<file path="config.mk">
export PLATFORM = sky130hd
export DESIGN_NAME = mdio_mgmt
export DESIGN_NICKNAME = d
export VERILOG_FILES = /design/src/rtl/mdio_mgmt_pkg.sv /design/src/rtl/mdio_clk_div.sv /design/src/rtl/mdio_ctrl.sv /design/src/rtl/mdio_datapath.sv /design/src/rtl/mdio_mgmt.sv
export SDC_FILE = /design/constraint.sdc
export NUM_CORES = 1
export LEC_CHECK = 0
export ABC_AREA = 1
export BUFFER_PORTS_ARGS = -buffer_cell sky130_fd_sc_hd__buf_2
export CORE_MARGIN = 5
export CORE_UTILIZATION = 55
export DETAILED_ROUTE_END_ITERATION = 6
export PLACE_DENSITY = 0.77
export SYNTH_ARGS = -nofsm -noshare
export SYNTH_HDL_FRONTEND = slang
export SYNTH_SLANG_ARGS = --single-unit
</file>
<file path="constraint.sdc">
create_clock -name clk -period 2.3 [get_ports clk]
set_input_delay 0.23 -clock clk [delete_from_list [all_inputs] [get_ports clk]]
set_output_delay 0.23 -clock clk [all_outputs]
set_load 0.1 [all_outputs]
</file>
<file path="src/rtl/mdio_mgmt_pkg.sv">
package mdio_mgmt_pkg;
  localparam int FRAME_BITS = 64;
  localparam int IDX_W      = 6;
  localparam int FIELD_W    = 5;
  localparam int DATA_W     = 16;
  localparam int PRE_BITS   = 32;
  localparam int TA_FIRST   = 46;   // first turnaround bit index
  localparam int DATA_FIRST = 48;   // first data bit index

  localparam int CTRL_BUSY_BIT = 0;
  localparam int CTRL_WR_BIT   = 1;
  localparam int CTRL_REG_LSB  = 6;
  localparam int CTRL_PHY_LSB  = 11;

  localparam logic REG_CTRL = 1'b0;
  localparam logic REG_DATA = 1'b1;

  localparam logic [1:0] SOF_PAT = 2'b01;
  localparam logic [1:0] OP_RD   = 2'b10;
  localparam logic [1:0] OP_WR   = 2'b01;
  localparam logic [1:0] TA_WR   = 2'b10;

  typedef struct packed {
    logic load;     // latch command and build frame
    logic shift;    // advance to next frame bit
    logic capture;  // sample MDIO input into data register
    logic finish;   // frame complete
  } mdioStrobe_t;
endpackage

</file>
<file path="src/rtl/mdio_clk_div.sv">
module mdio_clk_div #(
  parameter int DIV_HALF = 20
) (
  input  logic clk,
  input  logic rstN,
  input  logic run,
  output logic mdc,
  output logic riseTick,
  output logic fallTick
);
  localparam int CW = (DIV_HALF < 2) ? 1 : $clog2(DIV_HALF + 1);

  logic [CW-1:0] phaseCnt;
  logic          lastCnt;

  assign lastCnt  = (phaseCnt == CW'(DIV_HALF - 1));
  assign riseTick = run && lastCnt && !mdc;
  assign fallTick = run && lastCnt && mdc;

  always_ff @(posedge clk) begin
    if (!rstN) begin
      phaseCnt <= '0;
      mdc      <= 1'b0;
    end else if (!run) begin
      phaseCnt <= '0;
      mdc      <= 1'b0;
    end else if (lastCnt) begin
      phaseCnt <= '0;
      mdc      <= ~mdc;
    end else begin
      phaseCnt <= phaseCnt + 1'b1;
    end
  end
endmodule

</file>
<file path="src/rtl/mdio_ctrl.sv">
module mdio_ctrl
  import mdio_mgmt_pkg::*;
(
  input  logic             clk,
  input  logic             rstN,
  input  logic             start,
  input  logic             cmdWrite,
  input  logic             riseTick,
  input  logic             fallTick,
  output logic             busy,
  output logic [IDX_W-1:0] bitIdx,
  output logic             mdioOe,
  output mdioStrobe_t      strobe
);
  logic lastBit;

  assign lastBit = (bitIdx == IDX_W'(FRAME_BITS - 1));

  always_ff @(posedge clk) begin
    if (!rstN) begin
      busy   <= 1'b0;
      bitIdx <= '0;
    end else if (start) begin
      busy   <= 1'b1;
      bitIdx <= '0;
    end else if (busy && fallTick) begin
      if (lastBit) begin
        busy   <= 1'b0;
        bitIdx <= '0;
      end else begin
        bitIdx <= bitIdx + 1'b1;
      end
    end
  end

  always_comb begin
    strobe         = '0;
    strobe.load    = start;
    strobe.shift   = busy && fallTick && !lastBit;
    strobe.finish  = busy && fallTick && lastBit;
    strobe.capture = busy && riseTick && !cmdWrite &&
                     (bitIdx >= IDX_W'(DATA_FIRST));
  end

  // Reads release the line from the turnaround onwards.
  assign mdioOe = busy && (cmdWrite || (bitIdx < IDX_W'(TA_FIRST)));
endmodule

</file>
<file path="src/rtl/mdio_datapath.sv">
module mdio_datapath
  import mdio_mgmt_pkg::*;
(
  input  logic               clk,
  input  logic               rstN,
  input  mdioStrobe_t        strobe,
  input  logic               busy,
  input  logic               regWrite,
  input  logic               regAddr,
  input  logic [31:0]        regWdata,
  input  logic               mdioIn,
  output logic [31:0]        regRdata,
  output logic               cmdWrite,
  output logic [FIELD_W-1:0] cmdPhy,
  output logic [FIELD_W-1:0] cmdReg,
  output logic               mdioOut
);
  logic [DATA_W-1:0]     dataReg;
  logic [FRAME_BITS-1:0] shiftReg;
  logic [FRAME_BITS-1:0] newFrame;
  logic                  newWrite;
  logic [FIELD_W-1:0]    newPhy;
  logic [FIELD_W-1:0]    newReg;

  assign newWrite = regWdata[CTRL_WR_BIT];
  assign newPhy   = regWdata[CTRL_PHY_LSB +: FIELD_W];
  assign newReg   = regWdata[CTRL_REG_LSB +: FIELD_W];

  always_comb begin
    if (newWrite)
      newFrame = {{PRE_BITS{1'b1}}, SOF_PAT, OP_WR, newPhy, newReg, TA_WR, dataReg};
    else
      newFrame = {{PRE_BITS{1'b1}}, SOF_PAT, OP_RD, newPhy, newReg, {(DATA_W+2){1'b1}}};
  end

  always_ff @(posedge clk) begin
    if (!rstN) begin
      cmdWrite <= 1'b0;
      cmdPhy   <= '0;
      cmdReg   <= '0;
      shiftReg <= '0;
    end else if (strobe.load) begin
      cmdWrite <= newWrite;
      cmdPhy   <= newPhy;
      cmdReg   <= newReg;
      shiftReg <= newFrame;
    end else if (strobe.shift) begin
      shiftReg <= {shiftReg[FRAME_BITS-2:0], 1'b1};
    end
  end

  always_ff @(posedge clk) begin
    if (!rstN)
      dataReg <= '0;
    else if (regWrite && (regAddr == REG_DATA) && !busy)
      dataReg <= regWdata[DATA_W-1:0];
    else if (strobe.capture)
      dataReg <= {dataReg[DATA_W-2:0], mdioIn};
  end

  assign mdioOut = shiftReg[FRAME_BITS-1];

  always_comb begin
    regRdata = '0;
    if (regAddr == REG_DATA) begin
      regRdata[DATA_W-1:0] = dataReg;
    end else begin
      regRdata[CTRL_BUSY_BIT]                 = busy;
      regRdata[CTRL_WR_BIT]                   = cmdWrite;
      regRdata[CTRL_REG_LSB +: FIELD_W]       = cmdReg;
      regRdata[CTRL_PHY_LSB +: FIELD_W]       = cmdPhy;
    end
  end
endmodule

</file>
<file path="src/rtl/mdio_mgmt.sv">
module mdio_mgmt
  import mdio_mgmt_pkg::*;
#(
  parameter int DIV_HALF = 20
) (
  input  logic        clk,
  input  logic        rstN,
  input  logic        regWrite,
  input  logic        regAddr,
  input  logic [31:0] regWdata,
  output logic [31:0] regRdata,
  output logic        mdc,
  output logic        mdioOut,
  output logic        mdioOe,
  input  logic        mdioIn
);
  mdioStrobe_t        strobe;
  logic               busy;
  logic               start;
  logic               cmdWrite;
  logic [FIELD_W-1:0] cmdPhy;
  logic [FIELD_W-1:0] cmdReg;
  logic [IDX_W-1:0]   bitIdx;
  logic               riseTick;
  logic               fallTick;

  assign start = regWrite && (regAddr == REG_CTRL) && !busy;

  mdio_clk_div #(.DIV_HALF(DIV_HALF)) clkDiv_i (
    .clk(clk), .rstN(rstN), .run(busy),
    .mdc(mdc), .riseTick(riseTick), .fallTick(fallTick)
  );

  mdio_ctrl ctrl_i (
    .clk(clk), .rstN(rstN), .start(start), .cmdWrite(cmdWrite),
    .riseTick(riseTick), .fallTick(fallTick),
    .busy(busy), .bitIdx(bitIdx), .mdioOe(mdioOe), .strobe(strobe)
  );

  mdio_datapath dp_i (
    .clk(clk), .rstN(rstN), .strobe(strobe), .busy(busy),
    .regWrite(regWrite), .regAddr(regAddr), .regWdata(regWdata),
    .mdioIn(mdioIn), .regRdata(regRdata), .cmdWrite(cmdWrite),
    .cmdPhy(cmdPhy), .cmdReg(cmdReg), .mdioOut(mdioOut)
  );
endmodule

</file>
=== Word-level counts from Yosys, hierarchy flattened ===
Index checks and enable logic that the tools add are counted.

* $add $sub $neg: 2
* Reductions and logical operators: 26
* Eq/ne operators: 2
* Bitwise logic cells: 4
* Magnitude comparators: 2
* Multiplexer cells: 12

{| class="wikitable"
|+ Operator list
! kind !! count
|-
| 2-to-1 mux 64 bit || 2
|-
| 2-to-1 mux 16 bit || 2
|-
| 2-to-1 mux 30 bit || 1
|-
| logical AND 1 bit || 13
|-
| 2-to-1 mux 10 bit || 1
|-
| nonzero test 2 bit || 4
|-
| adder 6 x 1 -> 6 bit (second input constant) || 1
|-
| equality test 6 bit (second input constant) || 1
|-
| greater-or-equal comparator 6 bit (second input constant) || 1
|-
| less-than comparator 6 bit (second input constant) || 1
|-
| 2-to-1 mux 6 bit || 1
|-
| adder 5 x 1 -> 5 bit (second input constant) || 1
|-
| equality test 5 bit (second input constant) || 1
|-
| zero test 1 bit || 4
|-
| 2-to-1 mux 4 bit || 1
|-
| inverter 1 bit || 4
|-
| AND reduction 2 bit || 2
|-
| 2-to-1 mux 1 bit || 3
|-
| OR reduction 3 bit || 1
|-
| 2-to-1 mux 2 bit || 1
|-
| OR reduction 2 bit || 1
|-
| logical OR 1 bit || 1
|}

* Bits in registers: 104
* Word-level logic and storage cells: 57
* Bits of input ports: 37
* Output and inout port bits: 35

=== Depth between registers and ports, before layout ===
Gate-level depths: netlist of run 1.

* Depth in word-level cells: 8
* Mapped depth: 11
* Gate-level depth less buffers: 11

=== Hierarchy ===
A second synthesis of run 1 with hierarchy kept.

* Cell total of the unflattened synthesis: 625
* Area total of the unflattened synthesis: 4583.1 um2

{| class="wikitable"
|+ By module, submodules not included
! module !! times used !! cells an instance !! area each (um2)
|-
| mdio_datapath || 1 || 519 || 3846.2
|-
| mdio_ctrl || 1 || 60 || 410.4
|-
| mdio_clk_div || 1 || 43 || 312.8
|-
| mdio_mgmt || 1 || 3 || 13.8
|}

=== Least setup slack after synthesis of run 1 ===
No wires, ideal clock.

* Path kind: input to output
* Start: input regAddr
* End: output regRdata[14]
* Cell stages on the path: 3
* Slack: -0.621 ns
* Arrival time: 2.691 ns
* Buffers on the path: 2
* Cell sequence: buf_2 clkbuf_1 o21ai_0

* Cells in the longest elaborated chain, start to end: 1

{| class="wikitable"
|+ RTL lines
! what !! RTL line !! RTL
|-
| start: declaration || mdio_mgmt.sv:9 || <nowiki>input logic regAddr,</nowiki>
|-
| 2-to-1 mux 10 bit || mdio_datapath.sv:65 || <nowiki>if (regAddr == REG_DATA) begin</nowiki>
|-
| end: declaration || mdio_mgmt.sv:11 || <nowiki>output logic [31:0] regRdata,</nowiki>
|}

Every way passes these cells.

=== Final worst setup path of run 1 ===
* Start: register clkDiv_i.phaseCnt[0]
* End: register dp_i.dataReg[0]

* Cells in the longest elaborated chain, start to end: 7

{| class="wikitable"
|+ RTL lines
! what !! RTL line !! RTL
|-
| start: declaration || mdio_clk_div.sv:13 || <nowiki>logic [CW-1:0] phaseCnt;</nowiki>
|-
| start signal: assignment || mdio_clk_div.sv:31 || <nowiki>phaseCnt <= phaseCnt + 1'b1;</nowiki>
|-
| equality test 5 bit || mdio_clk_div.sv:16 || <nowiki>assign lastCnt = (phaseCnt == CW'(DIV_HALF - 1));</nowiki>
|-
| logical AND 1 bit (2 in a row) || mdio_clk_div.sv:17 || <nowiki>assign riseTick = run && lastCnt && !mdc;</nowiki>
|-
| logical AND 1 bit (3 in a row) || mdio_ctrl.sv:41 || <nowiki>strobe.capture = busy && riseTick && !cmdWrite &&</nowiki>
|-
| nonzero test 2 bit (no source line) || -- ||
|-
| end signal: assignment || mdio_datapath.sv:56 || <nowiki>dataReg <= regWdata[DATA_W-1:0];</nowiki>
|-
| end signal: assignment || mdio_datapath.sv:58 || <nowiki>dataReg <= {dataReg[DATA_W-2:0], mdioIn};</nowiki>
|-
| end: declaration || mdio_datapath.sv:18 || <nowiki>logic [DATA_W-1:0] dataReg;</nowiki>
|}

Every way passes these cells.
A chain may end at the register's enable or synchronous reset.

==> results by group, run 1 <==
Worst hold path
  • Hold Path Class: in2reg
  • HP Start: regWdata[5]
  • Hold Crit Depth: 3
  • Hold EP: dp_i.dataReg[5]

Critical path
  • Startpoint type of the worst setup path: flip-flop
  • Worst r2r src: clkDiv_i.phaseCnt[0]
  • Arrival time at the worst endpoint: 2230 ps
  • Setup CP Type: reg2reg
  • Critical Path Fanout Max: 17
  • Critical Path RT: 2560 ps
  • R2R setup slack: 330 ps
  • CP endpoint kind: flip-flop
  • Reg2Reg Depth: 10
  • R2r endpoint: dp_i.dataReg[0]

Placement
  • Post-DP HPWL: about 7000 um
  • Post-Place Cell Area: between 0.005 and 0.006 sq mm
  • Placer Congestion: 0.8200
  • Port bufs: 39
  • Placed cells: 817

Clock network
  • Hold bufs inserted after CTS: 0
  • Clk buf depth: 2
  • TritonCTS Buffers: 9
  • TritonCTS clock tree: built
  • Post-CTS sizing: 0
  • Clk_lat worst skew: 360 ps
  • Clock sink count: 104
  • # Post-CTS Setup Buffers: 0
  • Worst-path clk slew: 100 ps
  • Root buf cell: clkbuf_8
  • H-tree levels: 3

Floorplanning
  • Chip width: 104.1 um
  • Height of the die: 104.1 um
  • Cell row count: 34
  • Starting density of the core: 56.11%
  • Total core area: 0.008678 sq mm
  • DIE AREA: 0.01084 sq mm
  • IO Pins: 72

Timing
  • Sum Neg Setup Slack: 0 ps
  • Setup Skew: 8.666 ps
  • Final Hold Viols: 0
  • Final Critical Period: approximately 2000 ps
  • Worst Tran Pin Value: 658.7 ps
  • Setup Viol. Count Final: 0
  • Max-slew violations: 0
  • FMAX: slightly above 500 MHz
  • Max-slew headroom: 55.98%
  • Tcrit/Tclk final: 85.74%
  • RSZ-0062 raised after global routing: no

Logic synthesis
  • Sequential element share of the synthesized area: 42.75%
  • Synth Cell Area: 0.004870 sq mm
  • Syn Area/Cell: around 7 sq um
  • Netlist cell types: 31
  • Post-Synthesis Cells: 701
  • Yosys warning total: 0
  • FF+latch count, synth: 104

Power and ir drop
  • Sequential power share: 51.0%
  • Part of the power in the clock network: 31.3%
  • Power per cell area: between 700 and 800 mW/mm^2
  • Worst VDD drop: 0.0003386 V
  • P_int: 2.608 mW
  • Psw: 1.213 mW
  • Sw frac: 31.74%
  • Leak Pwr: approximately 2.5 nW
  • Combinational Power Share: 17.7%
  • Tot Pwr: between 3 and 4 mW

Cells and area
  • Most common cell after layout, fill and taps aside: nand2_1
  • Post-route insts no fill: 833
  • Ant. Diodes: 0
  • Layout cells sized above 1: between 10% and 20%
  • Post-layout util: 60.48%
  • Final net count: approximately 760
  • Commonest non-fill, non-tap cells in the layout: 172 x nand2_1, 104 x dfxtp_1, 66 x inv_1, 66 x nor2_1, 61 x nand3_1
  • Area delta synth->final: 7.785%
  • Post-Layout Inst Area: 0.005249 sq mm

Flow run
  • Maxcap violations: 0

Detailed routing
  • WL final: between 10000 and 15000 um
  • Routed Antenna Nets: 0
  • Average routed wire per standard cell: 12.75 um
  • Via/cell ratio: 5.363
  • Drt pass-1 iters: 5
  • First DRT Iteration DRCs: approximately 250
  • DR vias: 4467
  • DRC violations left: 0

Global routing
  • Number of global-route vias before repair: about 4100
  • GRT Residual Overflow: 0
  • Antenna violations before repair: 0
  • Largest net degree at the start of global routing: 63
  • Global-route wire length before repair: 18310 um
  • GR Util All Layers: 19.57%

Outcome
  • Status: completed
## metal layers
layer | GRT usage (%) | up-vias | share of wire (%)
met4 | 5.735 | 0 | 1.9
met1 | 24.87 | 2048 | 46
li1 | - | 2276 | -
met2 | 33.47 | 120 | 47
met5 | 0 | - | 0
met3 | 3.973 | 23 | 5.7
## synthesized netlist by cell type
cell,n,area share [%]
clkbuf_1,19,1.5
nand4_1,22,2.8
dfxtp_1,104,43
o22ai_1,24,3.1
nand3b_1,1,0.15
a31oi_1,3,0.39
o21ai_0,32,3.3
conb_1,1,0.077
nor2_4,1,0.23
or2_2,12,1.5
nand2_2,7,0.90
nor3_4,1,0.33
ha_1,2,0.51
buf_2,15,1.5
nand2_1,172,13
a21oi_1,43,4.4
nand3_4,1,0.36
a211oi_1,1,0.15
nor2_1,66,5.1
o21bai_1,1,0.15
nand3_1,61,6.3
xor2_1,2,0.36
nor3_1,12,1.2
inv_2,1,0.077
buf_6,2,0.46
o31ai_1,1,0.15
nor2_2,1,0.13
o21a_1,1,0.15
inv_1,66,5.1
buf_1,6,0.46
buf_4,20,3.1
## worst max path at each step
stage | start | end | slack, ps | depth (start not counted)
floorplan | regAddr | regRdata[14] | -620 | 3
global placement | clkDiv_i.phaseCnt[0] | dp_i.dataReg[0] | 380 | 10
detailed placement | clkDiv_i.phaseCnt[0] | dp_i.shiftReg[23] | 340 | 10
CTS | clkDiv_i.phaseCnt[0] | dp_i.shiftReg[23] | 310 | 10
global route | clkDiv_i.phaseCnt[0] | dp_i.shiftReg[32] | 70 | 10
finish | clkDiv_i.phaseCnt[0] | dp_i.dataReg[0] | 330 | 10
## cell type report
| class | instances | area, sq um |
|---|---|---|
| clock buffers | 10 | 137.6 |
| clock inverters | 6 | 76.32 |
| fillers | 815 | 3430 |
| inverters | 67 | 251.5 |
| multi-input cells | 483 | 2251 |
| flip-flops and latches | 104 | 2082 |
| well taps | 108 | 135.1 |
| repair buffers | 55 | 315.3 |
## critical path: stages (launching register included)
cell and delay [ps]:
dfxtp_1 360, ha_1 200, inv_1 60, nor2_2 110, nand2_2 90, inv_1 170
nand2_2 270, nand2_2 350, nand3_1 140, nand2_1 80, nor2_1 40
## per-stage QoR
stage | setup slack, ps | hold WS [ps]
after detailed placement | 335.2 | 446.7
after floorplan | -620.9 | 392.5
after global placement | 375.7 | 430.7
final | 328.0 | 140.4
after global routing | 69.22 | 139.0
after CTS | 313.6 | 123.1
## power groups by stage
stage / Sequential (mW) / Clock, mW / Combinational, mW
final: 1.95 / 1.20 / 0.676
after global routing: 1.96 / 1.31 / 0.736
after CTS: 1.95 / 1.23 / 0.674
after detailed placement: 1.99 / 0 / 0.671
after global placement: 1.99 / 0 / 0.661
after floorplan: 1.98 / 0 / 0.586
## cell families after synthesis
kind of cell / share of synthesized area [%]
other: 0.07701
XOR/XNOR: 0.3598
adder cells (fa/ha/maj): 0.5138
flip-flops: 42.75
buffers and inverters: 12.18
AO/OA/AOI/OAI: 11.79
AND/OR/NAND/NOR: 32.32
## registers in the layout, indices dropped and copies added, names as in the netlist
signal and cells:
dp_i.dataReg 16, dp_i.cmdWrite 1, dp_i.shiftReg 64, clkDiv_i.phaseCnt 5, dp_i.cmdPhy 5, clkDiv_i.mdc 1, ctrl_i.bitIdx 6, ctrl_i.busy 1
dp_i.cmdReg 5
Power figures use the tool's default switching activity.
==> inputs of run 2 (changes only) <==
--- a/config.mk
+++ b/config.mk
@@ -5,12 +5,11 @@
 export SDC_FILE = /design/constraint.sdc
 export NUM_CORES = 1
 export LEC_CHECK = 0
-export ABC_AREA = 1
 export BUFFER_PORTS_ARGS = -buffer_cell sky130_fd_sc_hd__buf_2
 export CORE_MARGIN = 5
 export CORE_UTILIZATION = 55
 export DETAILED_ROUTE_END_ITERATION = 6
-export PLACE_DENSITY = 0.77
+export PLACE_DENSITY = 0.78
 export SYNTH_ARGS = -nofsm -noshare
 export SYNTH_HDL_FRONTEND = slang
 export SYNTH_SLANG_ARGS = --single-unit
==> run 2 against run 1 <==
Die area is 4.7% lower. Synthesized cell count is 22% lower. Final area is 6.5% lower. Non-clock buffer count is 8 lower. Area after synthesis is 5.2% lower. Largest power group unchanged. Global-route usage is 1.7 points lower. Clock skew is 4.2 ps higher. Maximum frequency is 2.7% higher. Critical endpoint is now dp_i.shiftReg[49]. Sequential power hardly changed.
==> results by group, run 2 <==
Floorplanning
  • Height of the die: 101.6 um (was 104.1 um)
  • Cell row count: 33 (was 34)
  • Chip width: 101.6 um (was 104.1 um)
  • Starting density of the core: 56.21% (was 56.11%)
  • IO Pins: 72 (unchanged)
  • DIE AREA: 0.01033 sq mm (was 0.01084 sq mm)
  • Total core area: 0.008217 sq mm (was 0.008678 sq mm)

Cells and area
  • Most common cell after layout, fill and taps aside: dfxtp_1 (was nand2_1)
  • Layout cells sized above 1: 13.70% (was 13.10%)
  • Ant. Diodes: 0 (unchanged)
  • Final net count: 598 (was 759)
  • Area delta synth->final: 6.313% (was 7.785%)
  • Commonest non-fill, non-tap cells in the layout: 104 x dfxtp_1, 83 x nand2_1, 74 x a21oi_1, 39 x buf_2, 38 x a21boi_1 (was 172 x nand2_1, 104 x dfxtp_1, 66 x inv_1, 66 x nor2_1, 61 x nand3_1)
  • Largest regs: dp_i.shiftReg x64, dp_i.dataReg x16, ctrl_i.bitIdx x6 (unchanged)
  • Biggest register: dp_i.shiftReg (unchanged)
  • Number of flip-flops in the largest register: 64 (unchanged)

Logic synthesis
  • Top post-synthesis cells by area: dfxtp_1 45%, a21oi_1 8.0%, nand2_1 6.7%, a21boi_1 6.2%, nor3_1 3.7% (was dfxtp_1 43%, nand2_1 13%, nand3_1 6.3%, inv_1 5.1%, nor2_1 5.1%)
  • FF+latch count, synth: 104 (unchanged)
  • Sequential element share of the synthesized area: 45.08% (was 42.75%)
  • Post-Synthesis Cells: 547 (was 701)
  • Yosys warning total: 0 (unchanged)
  • Netlist cell types: 40 (was 31)
  • Area leader, netlist: dfxtp_1 (unchanged)
  • Post-synthesis async set-or-reset flop share: 0% (unchanged)
  • Top-count cell post-synth: dfxtp_1 (was nand2_1)
  • Syn Area/Cell: 8.443 sq um (was 6.947 sq um)
  • Number of synthesized flops with an enable pin: 0 (unchanged)
  • Synth Cell Area: 0.004618 sq mm (was 0.004870 sq mm)
  • Top FF cell, synth: dfxtp_1 (unchanged)
  • Commonest cells in the netlist: 104 x dfxtp_1, 83 x nand2_1, 74 x a21oi_1, 38 x a21boi_1, 34 x nor3_1 (was 172 x nand2_1, 104 x dfxtp_1, 66 x inv_1, 66 x nor2_1, 61 x nand3_1)
  • Post-synth top area share: 45.08% (was 42.75%)

Detailed routing
  • Average routed wire per standard cell: 13.40 um (was 12.75 um)
  • DR vias: 3713 (was 4467)
  • DR WL met3: 420 um (was 609 um)
  • Metal-1 WL: 4213 um (was 4865 um)
  • WL final: 8936 um (was 10620 um)
  • Via/cell ratio: 5.567 (was 5.363)
  • Drt pass-1 iters: 4 (was 5)
  • Met2 routed WL: 4137 um (was 4951 um)
  • Routed Antenna Nets: 0 (unchanged)
  • DRC violations left: 0 (unchanged)
  • First DRT Iteration DRCs: 224 (was 247)
  • Top routing layer in use: met4 (unchanged)

Clock network
  • Clk_lat worst skew: 360 ps (about the same)
  • Worst-path clk slew: 90 ps (was 100 ps)
  • # Post-CTS Setup Buffers: 0 (unchanged)
  • Clk buf depth: 2 (unchanged)
  • Root buf cell: clkbuf_8 (unchanged)
  • Hold bufs inserted after CTS: 0 (unchanged)
  • TritonCTS clock tree: built (unchanged)
  • Post-CTS sizing: 0 (unchanged)
  • H-tree levels: 3 (unchanged)
  • Clock sink count: 104 (unchanged)
  • TritonCTS Buffers: 9 (unchanged)

Outcome
  • Status: completed (unchanged)

Timing
  • Max-slew headroom: 66.34% (was 55.98%)
  • FMAX: 520.6 MHz (was 507.1 MHz)
  • Final Hold Viols: 0 (unchanged)
  • Max-slew violations: 0 (unchanged)
  • Sum Neg Setup Slack: 0 ps (unchanged)
  • Final WS setup: 379.0 ps (was 328.0 ps)
  • RSZ-0062 raised after global routing: no (unchanged)
  • Worst Tran Pin Value: 503.7 ps (was 658.7 ps)
  • Final Critical Period: 1921 ps (was 1972 ps)
  • Tcrit/Tclk final: 83.52% (was 85.74%)
  • Worst hold slack: 118.9 ps (was 140.4 ps)
  • Setup Skew: 12.90 ps (was 8.666 ps)
  • Setup Viol. Count Final: 0 (unchanged)

Critical path
  • CP peak stage delay: 430 ps (was 360 ps)
  • Critical Path RT: 2590 ps (was 2560 ps)
  • Worst path slowest cell: and4bb_1 (was dfxtp_1)
  • CP startpoint: clkDiv_i.phaseCnt[0] (unchanged)
  • Arrival time at the worst endpoint: 2210 ps (was 2230 ps)
  • CP bufs+invs: 1 (was 2)
  • Worst r2r src: clkDiv_i.phaseCnt[0] (unchanged)
  • Startpoint type of the worst setup path: flip-flop (unchanged)
  • R2r endpoint: dp_i.shiftReg[49] (was dp_i.dataReg[0])
  • R2R setup slack: 380 ps (was 330 ps)
  • CP endpoint kind: flip-flop (unchanged)
  • Cell family with most CP delay: compound AO/OA/AOI/OAI gates (was simple AND/OR/NAND/NOR gates)
  • Setup CP Type: reg2reg (unchanged)
  • Critical Path Fanout Max: 64 (was 17)
  • Reg2Reg Depth: 6 (was 10)
  • CP cell instances: ha_1, and4bb_1, o211a_1, buf_12, a21oi_1, a21boi_1 (was ha_1, inv_1, nor2_2, nand2_2, inv_1, nand2_2, nand2_2, nand3_1, nand2_1, nor2_1)

Worst hold path
  • Hold Crit Depth: 3 (unchanged)
  • HP Start: regWdata[11] (was regWdata[5])
  • Hold Path Class: in2reg (unchanged)
  • Hold EP: dp_i.cmdPhy[0] (was dp_i.dataReg[5])

Global routing
  • Largest net degree at the start of global routing: 85 (was 63)
  • Number of global-route vias before repair: 3392 (was 4051)
  • Antenna violations before repair: 0 (unchanged)
  • GR Util All Layers: 17.91% (was 19.57%)
  • GRT Residual Overflow: 0 (unchanged)
  • Global-route wire length before repair: 15280 um (was 18310 um)

Placement
  • Post-Place Worst Slack: 401.9 ps (was 335.2 ps)
  • Port bufs: 39 (unchanged)
  • Post-DP HPWL: 5742 um (was 6986 um)
  • Placer Congestion: 0.8834 (was 0.8200)

Power and ir drop
  • Worst VDD drop: 0.0004763 V (was 0.0003386 V)
  • Power per cell area: 739.5 mW/mm^2 (was 728.1 mW/mm^2)
  • Leak Pwr: 1.938 nW (was 2.489 nW)

Flow run
  • Maxcap violations: 0 (unchanged)
-- run 2: cell count changes in the layout (fill, tap and decap cells not counted), sizes merged, moves of 12 or more --
| cell | previous run | this run |
|---|---|---|
| nand2 | 179 | 83 |
| a21oi | 43 | 74 |
| nor3 | 13 | 34 |
| nand3 | 62 | 6 |
| a21boi | 0 | 46 |
| mux2 | 0 | 12 |
| inv | 69 | 7 |
| nor2 | 68 | 33 |
| o22ai | 24 | 2 |
| nand4 | 22 | 3 |
-- run 2: layout make-up --
class	count	area, sq um
well taps	105	131.4
clock inverters	4	47.55
flip-flops and latches	104	2082
clock buffers	10	127.6
fillers	708	3307
repair buffers	47	305.3
multi-input cells	390	2190
inverters	7	26.28
-- run 2: logic make-up after synthesis --
group                    after synthesis  share of synthesized area (%)
AO/OA/AOI/OAI                        174                          23.00
flip-flops                           104                          45.08
multiplexers                          16                          3.793
other                                  1                        0.08120
buffers and inverters                 68                          9.049
adder cells (fa/ha/maj)                2                         0.5418
AND/OR/NAND/NOR                      174                          16.93
XOR/XNOR                               8                          1.517
-- run 2: per-stage QoR --
step	util, %	cells	area (sq um)	power, mW
floorplan	-	562	4674	2.528
global placement	57.62	653	4735	2.595
detailed placement	57.62	653	4735	2.612
CTS	59.75	667	4910	3.657
global route	59.75	667	4910	3.793
finish	59.75	667	4910	3.631
-- run 2: worst max path at each step --
stage	cells after the start	slack, ps	to
after floorplan	7	320	dp_i.shiftReg[61]
after global placement	6	470	dp_i.shiftReg[17]
after detailed placement	6	400	dp_i.shiftReg[63]
after CTS	6	380	dp_i.shiftReg[63]
after global routing	6	180	dp_i.shiftReg[62]
final	6	380	dp_i.shiftReg[49]
-- run 2: routing by layer --
layer / vias to the layer above / GRT usage (%)
li1: 1872 / -
met1: 1734 / 23.51
met2: 96 / 29.18
met3: 11 / 3.581
met4: 0 / 6.748
met5: - / 0
-- run 2: where the power goes --
| group | total, mW | switching (mW) | internal, mW |
|---|---|---|---|
| clock | 1.06 | 0.573 | 0.489 |
| sequential | 1.98 | 0.0664 | 1.91 |
| combinational | 0.593 | 0.440 | 0.153 |
| total | 3.63 | 1.08 | 2.55 |
-- run 2: worst register-to-register path: cells and delay by family, from the launching register on --
kind / cells / cell delay, ps
AOI/OAI and AO/OA: 3 / 580
adders and majority gates: 1 / 230
buffers and inverters: 1 / 260
DFF: 1 / 360
and+or+nand+nor: 1 / 430
